==> src/rtl/rp_pkg.sv <==
package rp_pkg;
    localparam int FW      = 64;
    localparam int EW      = 13;
    localparam int XW      = 11;
    localparam int MW      = FW - XW - 1;
    localparam int RB_D    = 11;
    localparam int RB_S    = 40;
    localparam int BIAS_D  = 1023;
    localparam int BIAS_S  = 127;
    localparam int EMAX_D  = (1 << XW) - 2;
    localparam int EMIN_D  = 0;
    localparam int EMAX_S  = BIAS_D - BIAS_S + 254;
    localparam int EMIN_S  = BIAS_D - BIAS_S;

    typedef enum logic [1:0] {
        RM_CHOP = 2'b00,
        RM_DOWN = 2'b01,
        RM_NEAR = 2'b10,
        RM_UP   = 2'b11
    } rmode_t;

    typedef enum logic [1:0] {
        RC_ZERO,
        RC_NORMAL,
        RC_OVER,
        RC_UNDER
    } rclass_t;

    typedef struct packed {
        logic inx;
        logic ovf;
        logic unf;
    } flags_t;
endpackage

==> src/rtl/rp_rounder.sv <==
module rp_rounder
    import rp_pkg::*;
#(
    parameter int W    = FW,
    parameter int E    = EW,
    parameter int RBD  = RB_D,
    parameter int RBS  = RB_S
) (
    input  logic         sign_i,
    input  logic [E-1:0] exp_i,
    input  logic [W-1:0] frac_i,
    input  logic         dbl_i,
    input  rmode_t       mode_i,
    output logic [W-1:0] frac_o,
    output logic [E-1:0] exp_o,
    output logic         lost_o,
    output logic         bump_o
);
    localparam logic [W-1:0] ONE     = {{(W-1){1'b0}}, 1'b1};
    localparam logic [W-1:0] FIELD_D = (ONE << RBD) - ONE;
    localparam logic [W-1:0] FIELD_S = (ONE << RBS) - ONE;
    localparam logic [W-1:0] HALF_D  = ONE << (RBD - 1);
    localparam logic [W-1:0] HALF_S  = ONE << (RBS - 1);
    localparam logic [W-1:0] LSB_D   = ONE << RBD;
    localparam logic [W-1:0] LSB_S   = ONE << RBS;

    logic [W-1:0] field, half, lsb, inc, shifted;
    logic [W:0]   sum;
    logic         carry, tie;

    always_comb begin
        field = dbl_i ? FIELD_D : FIELD_S;
        half  = dbl_i ? HALF_D  : HALF_S;
        lsb   = dbl_i ? LSB_D   : LSB_S;
        unique case (mode_i)
            RM_CHOP: inc = '0;
            RM_NEAR: inc = half;
            RM_UP:   inc = sign_i ? '0 : field;
            RM_DOWN: inc = sign_i ? field : '0;
            default: inc = '0;
        endcase
        sum     = {1'b0, frac_i} + {1'b0, inc};
        carry   = sum[W];
        shifted = carry ? {1'b1, sum[W-1:1]} : sum[W-1:0];
        tie     = (mode_i == RM_NEAR) && ((frac_i & field) == half);
        frac_o  = shifted & ~field & ~(tie ? lsb : '0);
        exp_o   = exp_i + {{(E-1){1'b0}}, carry};
        lost_o  = |(frac_i & field);
        bump_o  = |inc;
    end
endmodule

==> src/rtl/rp_classify.sv <==
module rp_classify
    import rp_pkg::*;
#(
    parameter int E = EW
) (
    input  logic [E-1:0] exp_i,
    input  logic         zero_i,
    input  logic         dbl_i,
    output rclass_t      cls_o
);
    logic signed [E+1:0] ex, hi, lo;

    always_comb begin
        ex = E'(signed'(exp_i));
        ex = {{2{exp_i[E-1]}}, exp_i};
        hi = dbl_i ? (E+2)'(EMAX_D) : (E+2)'(EMAX_S);
        lo = dbl_i ? (E+2)'(EMIN_D) : (E+2)'(EMIN_S);
        if (zero_i)        cls_o = RC_ZERO;
        else if (ex > hi)  cls_o = RC_OVER;
        else if (ex <= lo) cls_o = RC_UNDER;
        else               cls_o = RC_NORMAL;
    end
endmodule

==> src/rtl/rp_trap_gate.sv <==
module rp_trap_gate
    import rp_pkg::*;
(
    input  flags_t flags_i,
    input  logic   q_sw_i,
    input  logic   q_unf_en_i,
    input  logic   q_inx_en_i,
    input  logic   dis_ovf_i,
    input  logic   dis_unf_i,
    input  logic   dis_inx_i,
    input  logic   unf_zero_i,
    output logic   trap_o
);
    logic t_ovf, t_unf, t_inx;

    always_comb begin
        t_ovf  = flags_i.ovf && !(q_sw_i && dis_ovf_i);
        t_unf  = flags_i.unf && q_unf_en_i && !(q_sw_i && dis_unf_i && unf_zero_i);
        t_inx  = flags_i.inx && q_inx_en_i && !(q_sw_i && dis_inx_i);
        trap_o = t_ovf || t_unf || t_inx;
    end
endmodule

==> src/rtl/rp_round_pack.sv <==
module rp_round_pack
    import rp_pkg::*;
#(
    parameter bit OUT_REG = 1'b1
) (
    input  logic          clk,
    input  logic          rst_n,
    input  logic          sign_i,
    input  logic [EW-1:0] exp_i,
    input  logic [FW-1:0] frac_i,
    input  logic          dbl_i,
    input  logic [1:0]    rmode_i,
    input  logic          dyn_i,
    input  logic [1:0]    ctl_rmode_i,
    input  logic          q_sw_i,
    input  logic          q_unf_en_i,
    input  logic          q_inx_en_i,
    input  logic          dis_ovf_i,
    input  logic          dis_unf_i,
    input  logic          dis_inx_i,
    input  logic          unf_zero_i,
    output logic [FW-1:0] res_o,
    output logic          inx_o,
    output logic          ovf_o,
    output logic          unf_o,
    output logic          trap_o
);
    rmode_t        mode;
    rclass_t       cls;
    flags_t        flg_c;
    logic [FW-1:0] frac_r, res_c;
    logic [EW-1:0] exp_r;
    logic          lost, bump, trap_c;

    assign mode = dyn_i ? rmode_t'(ctl_rmode_i) : rmode_t'(rmode_i);

    rp_rounder u_rnd (
        .sign_i (sign_i),
        .exp_i  (exp_i),
        .frac_i (frac_i),
        .dbl_i  (dbl_i),
        .mode_i (mode),
        .frac_o (frac_r),
        .exp_o  (exp_r),
        .lost_o (lost),
        .bump_o (bump)
    );

    rp_classify u_cls (
        .exp_i  (exp_r),
        .zero_i (frac_i == '0),
        .dbl_i  (dbl_i),
        .cls_o  (cls)
    );

    always_comb begin
        unique case (cls)
            RC_ZERO: begin
                res_c = {sign_i, {(FW-1){1'b0}}};
                flg_c = '{inx: 1'b0, ovf: 1'b0, unf: 1'b0};
            end
            RC_UNDER: begin
                res_c = '0;
                flg_c = '{inx: 1'b1, ovf: 1'b0, unf: 1'b1};
            end
            RC_OVER: begin
                res_c = bump ? {sign_i, {XW{1'b1}}, {MW{1'b0}}}
                             : {sign_i, {(XW-1){1'b1}}, 1'b0, {MW{1'b1}}};
                flg_c = '{inx: 1'b1, ovf: 1'b1, unf: 1'b0};
            end
            RC_NORMAL: begin
                res_c = {sign_i, exp_r[XW-1:0], frac_r[FW-2 -: MW]};
                flg_c = '{inx: lost, ovf: 1'b0, unf: 1'b0};
            end
            default: begin
                res_c = '0;
                flg_c = '0;
            end
        endcase
    end

    rp_trap_gate u_trap (
        .flags_i    (flg_c),
        .q_sw_i     (q_sw_i),
        .q_unf_en_i (q_unf_en_i),
        .q_inx_en_i (q_inx_en_i),
        .dis_ovf_i  (dis_ovf_i),
        .dis_unf_i  (dis_unf_i),
        .dis_inx_i  (dis_inx_i),
        .unf_zero_i (unf_zero_i),
        .trap_o     (trap_c)
    );

    generate
        if (OUT_REG) begin : g_reg
            always_ff @(posedge clk or negedge rst_n) begin
                if (!rst_n) begin
                    res_o  <= '0;
                    inx_o  <= 1'b0;
                    ovf_o  <= 1'b0;
                    unf_o  <= 1'b0;
                    trap_o <= 1'b0;
                end else begin
                    res_o  <= res_c;
                    inx_o  <= flg_c.inx;
                    ovf_o  <= flg_c.ovf;
                    unf_o  <= flg_c.unf;
                    trap_o <= trap_c;
                end
            end
        end else begin : g_comb
            assign res_o  = res_c;
            assign inx_o  = flg_c.inx;
            assign ovf_o  = flg_c.ovf;
            assign unf_o  = flg_c.unf;
            assign trap_o = trap_c;
        end
    endgenerate

    AST_IN_NORMALISED: assert property (@(posedge clk) disable iff (!rst_n)
        (frac_i != '0) |-> frac_i[FW-1]);
    AST_ZERO_QUIET: assert property (@(posedge clk) disable iff (!rst_n)
        (frac_i == '0) |-> !(flg_c.inx || flg_c.ovf || flg_c.unf || trap_c));
    AST_LEAD_ONE: assert property (@(posedge clk) disable iff (!rst_n)
        (cls == RC_NORMAL) |-> frac_r[FW-1]);
    AST_GUARD_DROPPED: assert property (@(posedge clk) disable iff (!rst_n)
        (cls == RC_NORMAL) |-> (frac_r[RB_D-1:0] == '0));
    AST_SGL_TAIL_CLEAR: assert property (@(posedge clk) disable iff (!rst_n)
        (!dbl_i && cls == RC_NORMAL) |-> (res_c[RB_S-RB_D-1:0] == '0));
    AST_OVF_INEXACT: assert property (@(posedge clk) disable iff (!rst_n)
        flg_c.ovf |-> (flg_c.inx && res_c[FW-2 -: XW-1] == {(XW-1){1'b1}}));
    AST_UNF_PLUS_ZERO: assert property (@(posedge clk) disable iff (!rst_n)
        flg_c.unf |-> (flg_c.inx && res_c == '0));
    AST_TRAP_HAS_CAUSE: assert property (@(posedge clk) disable iff (!rst_n)
        trap_c |-> (flg_c.inx || flg_c.ovf || flg_c.unf));
endmodule

==> config.mk <==
export PLATFORM = sky130hd
export DESIGN_NAME = rp_round_pack
export DESIGN_NICKNAME = d
export VERILOG_FILES = /design/src/rtl/rp_pkg.sv /design/src/rtl/rp_rounder.sv /design/src/rtl/rp_classify.sv /design/src/rtl/rp_trap_gate.sv /design/src/rtl/rp_round_pack.sv
export SDC_FILE = /design/constraint.sdc
export NUM_CORES = 1
export LEC_CHECK = 0
export ABC_AREA = 0
export BUFFER_PORTS_ARGS = -buffer_cell sky130_fd_sc_hd__buf_4
export CORE_AREA = 2 2 145 147
export DETAILED_ROUTE_END_ITERATION = 10
export DIE_AREA = 0 0 147 149
export HOLD_SLACK_MARGIN = 0.05
export PLACE_DENSITY_LB_ADDON = 0.25
export SETUP_SLACK_MARGIN = 0.05
export SLEW_MARGIN = 20
export SYNTH_ARGS = -nofsm -noshare
export SYNTH_HDL_FRONTEND = slang
export SYNTH_SLANG_ARGS = --single-unit
==> constraint.sdc <==
create_clock -name clk -period 0.8 [get_ports clk]
set_input_delay 0 -clock clk [delete_from_list [all_inputs] [get_ports clk]]
set_output_delay 0 -clock clk [all_outputs]
set_load 0.02 [all_outputs]
# After elaboration in Yosys (flattened, before gate mapping)

Cells that the tools add are included.

Flip-flop bits (word level): 68
Bits in latches: 0
RAM bits: 0
Bits in read-only memories: 0
Input port bits: 93
Output and inout port bits: 68
Word-level logic and storage cells: 58
Memories: 0

$add $sub $neg: 2
Multiply operators: 0
Divide/modulo/power cells: 0
Magnitude comparators: 2
Eq/ne operators: 7
Shift-type cells: 0
Multiplexer cells: 17
Bitwise logic cells: 5
Reduce and logical (&&, ||, !) cells: 20

Operator list:

| operator                                                              | count |
|---|---|
| 64-bit case mux with 4 select lines                                   | 2 |
| 40-bit two-way mux                                                    | 4 |
| 64-bit OR reduction                                                   | 2 |
| 63-bit bitwise AND                                                    | 2 |
| 63-bit two-way mux                                                    | 2 |
| 63-bit NOT                                                            | 2 |
| 64-bit by 64-bit adder with 65-bit output                             | 1 |
| 64-bit bitwise AND                                                    | 1 |
| 64-bit equality test                                                  | 1 |
| 64-bit zero test                                                      | 1 |
| 53-bit two-way mux                                                    | 1 |
| 41-bit two-way mux                                                    | 1 |
| 10-bit two-way mux                                                    | 2 |
| 13-bit by 1-bit adder with 13-bit output                              | 1 |
| 13-bit by 12-bit > comparator with 1-bit output                       | 1 |
| 13-bit by 11-bit <= comparator with 1-bit output                      | 1 |
| 3-bit case mux with 4 select lines                                    | 1 |
| 1-bit logical AND                                                     | 10 |
| 2-bit equality test, second input constant                            | 4 |
| 2-bit two-way mux                                                     | 4 |
| 2-bit by 1-bit equality test with 1-bit output, second input constant | 2 |
| 2-bit zero test                                                       | 2 |
| 1-bit zero test                                                       | 3 |
| 1-bit logical OR                                                      | 2 |

# Depth between registers and ports, before layout

Gate-level depths: netlist of run 1.

Depth after elaboration: 15
Depth in mapped cells: 31
Mapped depth without buffers: 30

# Hierarchy

Synthesis of run 1 repeated with hierarchy kept, for this count alone.

Cell total of the unflattened synthesis: 772
Area, all modules: 6,376.1 um^2

By module, submodules not included:

| module        | times used | cells an instance | area an instance (um^2) | sequential area each (um^2) |
|---|---|---|---|---|
| rp_rounder    | 1          | 564               | 3,637.2                 | 0.0 |
| rp_round_pack | 1          | 174               | 2,478.6                 | 1,701.6 |
| rp_classify   | 1          | 28                | 226.5                   | 0.0 |
| rp_trap_gate  | 1          | 6                 | 33.8                    | 0.0 |

# Worst setup path before layout of run 1

Ideal clock, no wire load.

Path type: input to register
Start: input dyn_i
End: register trap_o
Setup time: 139 ps
Data arrival time: 7,552 ps
Required time: 661 ps
Setup slack: -6,891 ps
Stages: 29
Path buffers: 2
Cell sequence: mux2i_1 xor2_1 a211oi_1 ha_1 clkbuf_1 nand2_1 o21ai_0 nor2_1 a21oi_1 nand3_1 a21oi_1 o21ai_0 nor3_1 ha_1 buf_4 and4_4 and3_2 nand2_1 xor2_1 inv_1 ha_1 nand4_1 a2111oi_4 mux2i_1 a311oi_4 o21ai_2 a21o_1 and3_1 or4_1

RTL lines:

| item                 | line                 | text |
|---|---|---|
| from (decl)          | rp_round_pack.sv:13  | `input logic dyn_i,` |
| to (signal assigned) | rp_round_pack.sv:108 | `trap_o <= trap_c;` |
| to (decl)            | rp_round_pack.sv:26  | `output logic trap_o` |

==> results of run 1 <==
[sequential cells by signal, indices dropped and copies added, names as in the netlist]
register / flops
trap_o: 1
res_o: 64
ovf_o: 1
inx_o: 1
unf_o: 1
[metrics by stage]
step | setup WS (ns) | std cells | hold WS (ns)
finish | -4.39 | 1416 | -0.0214
global route | -4.72 | 1416 | 0.00403
CTS | -4.32 | 1411 | -0.0274
detailed placement | -4.91 | 1364 | -0.0842
global placement | -4.80 | 1364 | -0.0835
floorplan | -5.15 | 719 | -0.296
[timing repair]
item                                    CTS  global route
endpoints found under the hold margin    72             1
endpoints found under the setup margin  136           136
resized for setup                       247            36
gates cloned                             12             0
buffers inserted                         19             8
pin swaps                                52            14
[worst max path at each step]
stage	endpoint	slack [ns]	cells past startpoint
6_report	trap_o$_DFF_PN0_	-4.39	33
3_3_place_gp	trap_o$_DFF_PN0_	-4.80	30
5_1_grt	trap_o$_DFF_PN0_	-4.72	32
4_1_cts	trap_o$_DFF_PN0_	-4.32	31
2_1_floorplan	trap_o$_DFF_PN0_	-5.15	29
3_5_place_dp	trap_o$_DFF_PN0_	-4.91	30
[kinds of logic (layout without fill, tap and decap cells)]
group           Yosys count  in the layout  synth area share
mux                      28             28            0.0470
xor+xnor                 61             61            0.0897
buf+inv                  51            473            0.0352
simple gates            243            243             0.213
compound gates          226            226             0.246
fa+ha+maj                42             42            0.0870
flops                    68             68             0.282
[worst min-delay path, delay by kind of cell]
kind / cells / cell delay (ns)
and+or+nand+nor: 2 / 0.18
buffers and inverters: 1 / 0.11
[power breakdown]
group	total (mW)	switching, mW	leakage [nW]	internal (mW)
Combinational	6.58	3.24	4.42	3.34
Clock	4.51	1.76	0.156	2.75
Sequential	3.92	0.165	0.882	3.75
[area by class of cell]
type                            instances  area [um^2]
Clock buffer                            9          225
Clock inverter                          7         98.8
Fill cell                            1866         9220
Inverter                               20         77.6
Multi-Input combinational cell        600         4940
Sequential cell                        68         1700
Tap cell                              275          344
Timing Repair Buffer                  437         3960
[layout by cell type (no fill, tap or decap), types with 21 or more instances in the layout]
cell type  netlist  routed
nand2_1         52      43
mux2i_1         25      23
o21ai_0         86      33
dfrtp_1         68      68
o21ai_2          1      39
nand4_1         21      21
nor2_1          34      27
buf_4            3     326
a21o_1          30      30
a21oi_1         34      28
buf_6            1      85
xor2_1          32      30
nand3_1         32      23
xnor2_1         28      27
[layer usage]
layer,part of all wire,routed length [um]
met4,0.028,704
met5,0,0
met3,0.051,1260
met2,0.49,12200
met1,0.43,10500
==> Flow_metrics.wiki, run 1 <==
{| class="wikitable"
! Metric !! Value
|-
| Count of buffer and inverter cells on the critical path || 7
|-
| Number of antenna violations at the first check in global routing || 0
|-
| Fraction of post-synthesis cell area in the top cell type by area || 0.282
|-
| Floorplan row count || 53
|-
| Worst rel slew slack || 0.644
|-
| Count of flip-flops with a built-in enable after synthesis || 0
|-
| First DRT Iteration DRCs || 360
|-
| Violations in the final reports || hold timing, setup timing
|-
| Average routed wire per standard cell || about 17 um
|-
| CP arrival || ~5.4 ns
|-
| Type of destination of the critical path || register
|-
| Die Wd || approximately 150 um
|-
| GR Util All Layers || 0.221
|-
| Total power after layout || roughly 15 mW
|-
| Cell variety after synth || 67
|-
| Final period util || 6.49
|-
| Startpoint of the most critical hold path || dis_ovf_i
|-
| Yosys warning count || 0
|-
| Critical path startpoint || dyn_i
|-
| Net count after synthesis || roughly 850
|-
| Met1 layer usage reported by global route || 0.276
|-
| Slew at the pin closest to its max-slew limit || between 0.5 and 0.6 ns
|-
| Quantity of hold-fixing buffers added after cts || 2
|-
| Sequential share of the synthesized area || 0.282
|-
| Drt via density || between 5 and 6
|-
| Global routing met2 resource utilization || 0.391
|-
| Synth-to-Final Area Change || 87.8%
|-
| Largest fanout on the critical path || 7
|-
| Largest buffer count on any clock path || 2
|-
| Count of port buffers added during placement || 160
|-
| Maximum level of the CTS H-tree || 3
|-
| Number of buffers created by CTS || 9
|-
| Path class of the lowest-slack min-delay path || in -> reg
|-
| Fraction of final layout cells with drive strength greater than 1 || 0.528
|-
| CP Data Required Time || roughly 1.0 ns
|-
| Standard cell with the maximum stage delay on the critical path || or4_1
|-
| Post-Synthesis Cells || 719
|-
| CTS tree || yes
|-
| Met3 Use GR || 0.0257
|-
| Synth area leaders || dfrtp_1, ha_1, o21ai_0
|-
| Number of design rule violations left after detail routing || 0
|-
| Core Footprint || 20600 um^2
|-
| Mapped cell area || just over 6000 um^2
|-
| Pin count of the biggest net entering global routing || 21
|-
| Top Ports || roughly 160
|-
| Weighted congestion at the end of routability-driven global placement || about 0.90
|-
| Status || complete, but fails checks
|-
| Number of iterations in the first detailed-routing pass || 5
|-
| Synth Register Bits || 68
|-
| Cell accounting for the most synthesized area || dfrtp_1
|-
| Post-synthesis average cell area || roughly 8.4 um^2
|-
| Top Family by Delay on Critical Path || compound AO/OA/AOI/OAI gates
|-
| Areal power density over the cells || 1320 nW/um^2
|-
| Via count of the first global-routing pass || between 7000 and 8000
|-
| Number of clock sinks seen by CTS || 68
|-
| Commonest cells in the synthesized netlist || o21ai_0, dfrtp_1, nand2_1, ha_1
|-
| Setup-failing EPs final || approximately 140
|-
| Final number of hold-violating endpoints || 1
|-
| Clock transition time at the flip-flop clock pins of the worst setup and hold paths || 0.06 ns
|-
| Count of vias placed by the detailed router || ~7300
|-
| Post-route cell area || 11300 um^2
|-
| Final Util || 0.552
|-
| Post-layout min period || 5.19 ns
|-
| Critical path class || in -> reg
|-
| Final antenna diode count || 0
|-
| Post-route ant nets || 0
|-
| Final Net Count || about 1300
|-
| RSZ-0062 raised after global routing || true
|-
| Number of slew-limit violations in the final report || 0
|-
| Post-synthesis async set-or-reset flop share || 1.00
|-
| Static Leak || approximately 5.5 nW
|-
| Post-Route Setup TNS || -294.13 ns
|-
| Wire length of the first global-routing pass || approximately 38000 um
|-
| Min-Delay Endpoint || trap_o$_DFF_PN0_
|-
| Die H || between 100 and 150 um
|-
| Most instantiated flip-flop cell in the synthesis netlist || dfrtp_1
|-
| Initial Util || 0.294
|-
| Worst hold-check slack || -0.0214 ns
|-
| Overall die area || ~22000 um^2
|-
| Placed wire-length estimate || 18400 um
|-
| Total Routed Length || 24700 um
|-
| Delay of the slowest critical-path stage || between 0.3 and 0.4 ns
|-
| Number of stages on the worst hold path || 3
|-
| Number of maximum-capacitance constraint violations || 0
|-
| Dpl cell area || approximately 9500 um^2
|-
| Root buffer selected by CTS || clkbuf_16
|-
| Most common cell in the netlist || o21ai_0
|-
| Worst vdd ir || around 0.86 mV
|-
| Residual overflow from global routing || 0
|-
| Layer with the highest usage after global routing || met2
|-
| Launching element type of the critical path || input pin
|-
| Maximum clock frequency || a little under 0.2 GHz
|-
| Worst path setup slack after routing || -4.39 ns
|}
(Power assumes the default switching activity.)
==> run 2, diff against run 1 <==
--- a/config.mk
+++ b/config.mk
@@ -7,9 +7,9 @@
 export LEC_CHECK = 0
 export ABC_AREA = 0
 export BUFFER_PORTS_ARGS = -buffer_cell sky130_fd_sc_hd__buf_4
-export CORE_AREA = 2 2 145 147
+export CORE_AREA = 4 4 113 195
 export DETAILED_ROUTE_END_ITERATION = 10
-export DIE_AREA = 0 0 147 149
+export DIE_AREA = 0 0 117 199
 export HOLD_SLACK_MARGIN = 0.05
 export PLACE_DENSITY_LB_ADDON = 0.25
 export SETUP_SLACK_MARGIN = 0.05
==> run 2 against run 1 <==
Against the previous run:
- die area is 6.3% higher
- critical path depth stayed put
- count of clock-buffer cells in the layout stayed put
- power is 3.2% lower
- via count is 0.51% higher
- combinational power hardly changed
- utilization is 0.86 points higher
- the flow still finishes with violations (hold timing, setup timing)
- critical endpoint is now res_o[27]$_DFF_PN0_
- final area is 0.65% higher
- cell count is 0.35% lower
- first-iteration DRC count is 11% lower
- worst setup slack better by 0.012 ns
- clock power is 11% lower
==> Flow_metrics.wiki, run 2 (synthesis gave the netlist of run 1 again) <==
{| class="wikitable"
! Metric !! Value
|-
| Post-layout min period || 5.18 ns (-0.0123 ns)
|-
| Via count of the first global-routing pass || 7712 (+5.7%)
|-
| Total Routed Length || 25800 um (+4.3%)
|-
| Number of maximum-capacitance constraint violations || 0 (unchanged)
|-
| Critical path class || in -> reg
|-
| Final antenna diode count || 0 (unchanged)
|-
| Largest fanout on the critical path || 4 (-3)
|-
| Placed wire-length estimate || 20100 um (+9.2%)
|-
| Initial Util || 0.296 (+0.00263)
|-
| Synth-to-Final Area Change || 89.0%
|-
| Top reg by flops || res_o
|-
| Static Leak || 5.56 nW (+1.8%)
|-
| GR Util All Layers || 0.217 (-0.00398)
|-
| Weighted congestion at the end of routability-driven global placement || 0.910 (+1.1%)
|-
| Number of design rule violations left after detail routing || 0 (unchanged)
|-
| Flip-flop count of the largest register, all copies and words added || 64 (unchanged)
|-
| Overall die area || 23300 um^2 (+6.3%)
|-
| Die Wd || 117 um (-20%)
|-
| Fraction of final layout cells with drive strength greater than 1 || 0.541 (+0.0132)
|-
| Worst rel slew slack || 0.542 (-0.101)
|-
| Clock transition time at the flip-flop clock pins of the worst setup and hold paths || 0.06 ns (about the same)
|-
| First DRT Iteration DRCs || 320 (-11%)
|-
| Count of buffer and inverter cells on the critical path || 5 (-2)
|-
| Final non-filler cell total || 1411 (-0.35%)
|-
| Path class of the lowest-slack min-delay path || in -> reg
|-
| Most common library cell in the layout ignoring fill and taps || buf_4
|-
| Number of buffers created by CTS || 9 (unchanged)
|-
| Die H || 199 um (+34%)
|-
| Total power after layout || 14.5 mW (-3.2%)
|-
| Slew at the pin closest to its max-slew limit || 0.678 ns (+0.149 ns)
|-
| Number of iterations in the first detailed-routing pass || 4 (-1)
|-
| Final period util || 6.48 (-0.0153)
|-
| Type of destination of the critical path || register
|-
| Drt via density || 5.19 (+0.86%)
|-
| Number of slew-limit violations in the final report || 0 (unchanged)
|-
| Setup-failing EPs final || 136 (unchanged)
|-
| CTS tree || yes
|-
| Root buffer selected by CTS || clkbuf_16
|-
| Pin count of the biggest net entering global routing || 26 (+24%)
|-
| Wire length of the first global-routing pass || 39100 um (+3.1%)
|-
| Standard cell with the maximum stage delay on the critical path || a311oi_4
|-
| Worst path setup slack after routing || -4.38 ns (+0.0123 ns)
|-
| Floorplan row count || 69 (+30%)
|-
| Number of antenna violations at the first check in global routing || 0 (unchanged)
|-
| Placed cell count || 1357 (-0.51%)
|-
| CP arrival || 5.44 ns (+0.03 ns)
|-
| Worst hold-check slack || -0.00937 ns (+0.0120 ns)
|-
| Maximum clock frequency || 0.193 GHz (+0.24%)
|-
| Count of vias placed by the detailed router || 7317 (+0.51%)
|-
| Worst vdd ir || 1.00 mV (+17%)
|-
| RSZ-0062 raised after global routing || true
|-
| Status || complete, but fails checks
|-
| Post-route ant nets || 0 (unchanged)
|-
| Average routed wire per standard cell || 18.3 um (+4.7%)
|-
| Maximum level of the CTS H-tree || 3 (unchanged)
|-
| Number of clock sinks seen by CTS || 68 (unchanged)
|-
| Commonest cells after routing, fill and taps aside || buf_4, buf_6, dfrtp_1
|-
| CP Data Required Time || 1.06 ns (+0.04 ns)
|-
| Setup slack after placement || -4.91 ns (+0.00278 ns)
|-
| Count of port buffers added during placement || 160 (unchanged)
|-
| Launching element type of the critical path || input pin
|-
| Quantity of hold-fixing buffers added after cts || 3 (+1)
|-
| Residual overflow from global routing || 0 (unchanged)
|-
| Core Footprint || 20400 um^2 (-0.89%)
|-
| Top Family by Delay on Critical Path || compound AO/OA/AOI/OAI gates
|-
| Largest buffer count on any clock path || 2 (unchanged)
|-
| Final Net Count || 1293 (+1.7%)
|-
| Delay of the slowest critical-path stage || 0.39 ns (about the same)
|-
| Areal power density over the cells || 1270 nW/um^2 (-3.8%)
|-
| Top Ports || 161 (unchanged)
|-
| Violations in the final reports || hold timing, setup timing
|-
| Final number of hold-violating endpoints || 1 (unchanged)
|}
run 2: repair_timing:
| item | 4_1_cts | 5_1_grt |
|---|---|---|
| pin swaps | 53 | 37 |
| endpoints found under the setup margin | 136 | 136 |
| gates cloned | 11 | 0 |
| gates resized for setup | 230 | 72 |
| setup buffers | 19 | 16 |
| hold endpoints to repair | 71 | 1 |
run 2: final timing paths:
path | startpoint | end | slack [ns] | cells past startpoint
max | dyn_i | res_o[27]$_DFF_PN0_ | -4.38 | 33
min | q_inx_en_i | trap_o$_DFF_PN0_ | -0.009 | 3
max in group asynchronous | rst_n | res_o[3]$_DFF_PN0_ | 0.29 | 3
min in group asynchronous | rst_n | res_o[26]$_DFF_PN0_ | 0.07 | 2
run 2: layout make-up:
| cell class | instances | area (um^2) |
|---|---|---|
| fill | 1832 | 8960 |
| multi-input combinational | 600 | 5000 |
| timing repair buffer | 459 | 4020 |
| sequential | 68 | 1700 |
| tap | 248 | 310 |
| clock buffer | 9 | 225 |
| inverter | 20 | 80.1 |
| clock inverter | 7 | 76.3 |
run 2: where the power goes:
group | internal [mW] | leakage, nW | switching (mW)
combinational | 3.32 | 4.53 | 3.24
clock | 2.43 | 0.142 | 1.60
sequential | 3.75 | 0.882 | 0.186
total | 9.50 | 5.56 | 5.03
run 2: through the flow:
step / hold slack (ns) / utilization / cell area [um^2] / setup TNS (ns)
5_1_grt: -0.00858 / 0.560 / 11400 / -306.51
3_5_place_dp: -0.103 / 0.472 / 9610 / -321.80
2_1_floorplan: -0.296 / - / 6240 / -330.15
4_1_cts: -0.0171 / 0.545 / 11100 / -288.41
6_report: -0.00937 / 0.560 / 11400 / -288.97
3_3_place_gp: -0.106 / 0.472 / 9610 / -315.09
run 2: routing by layer:
layer	GRT usage	vias to the layer above	wire (um)
met5	0	-	0
met1	0.214	3507	9000
met3	0.0210	62	706
met2	0.438	184	15000
met4	0.0910	0	1070
li1	-	3564	-
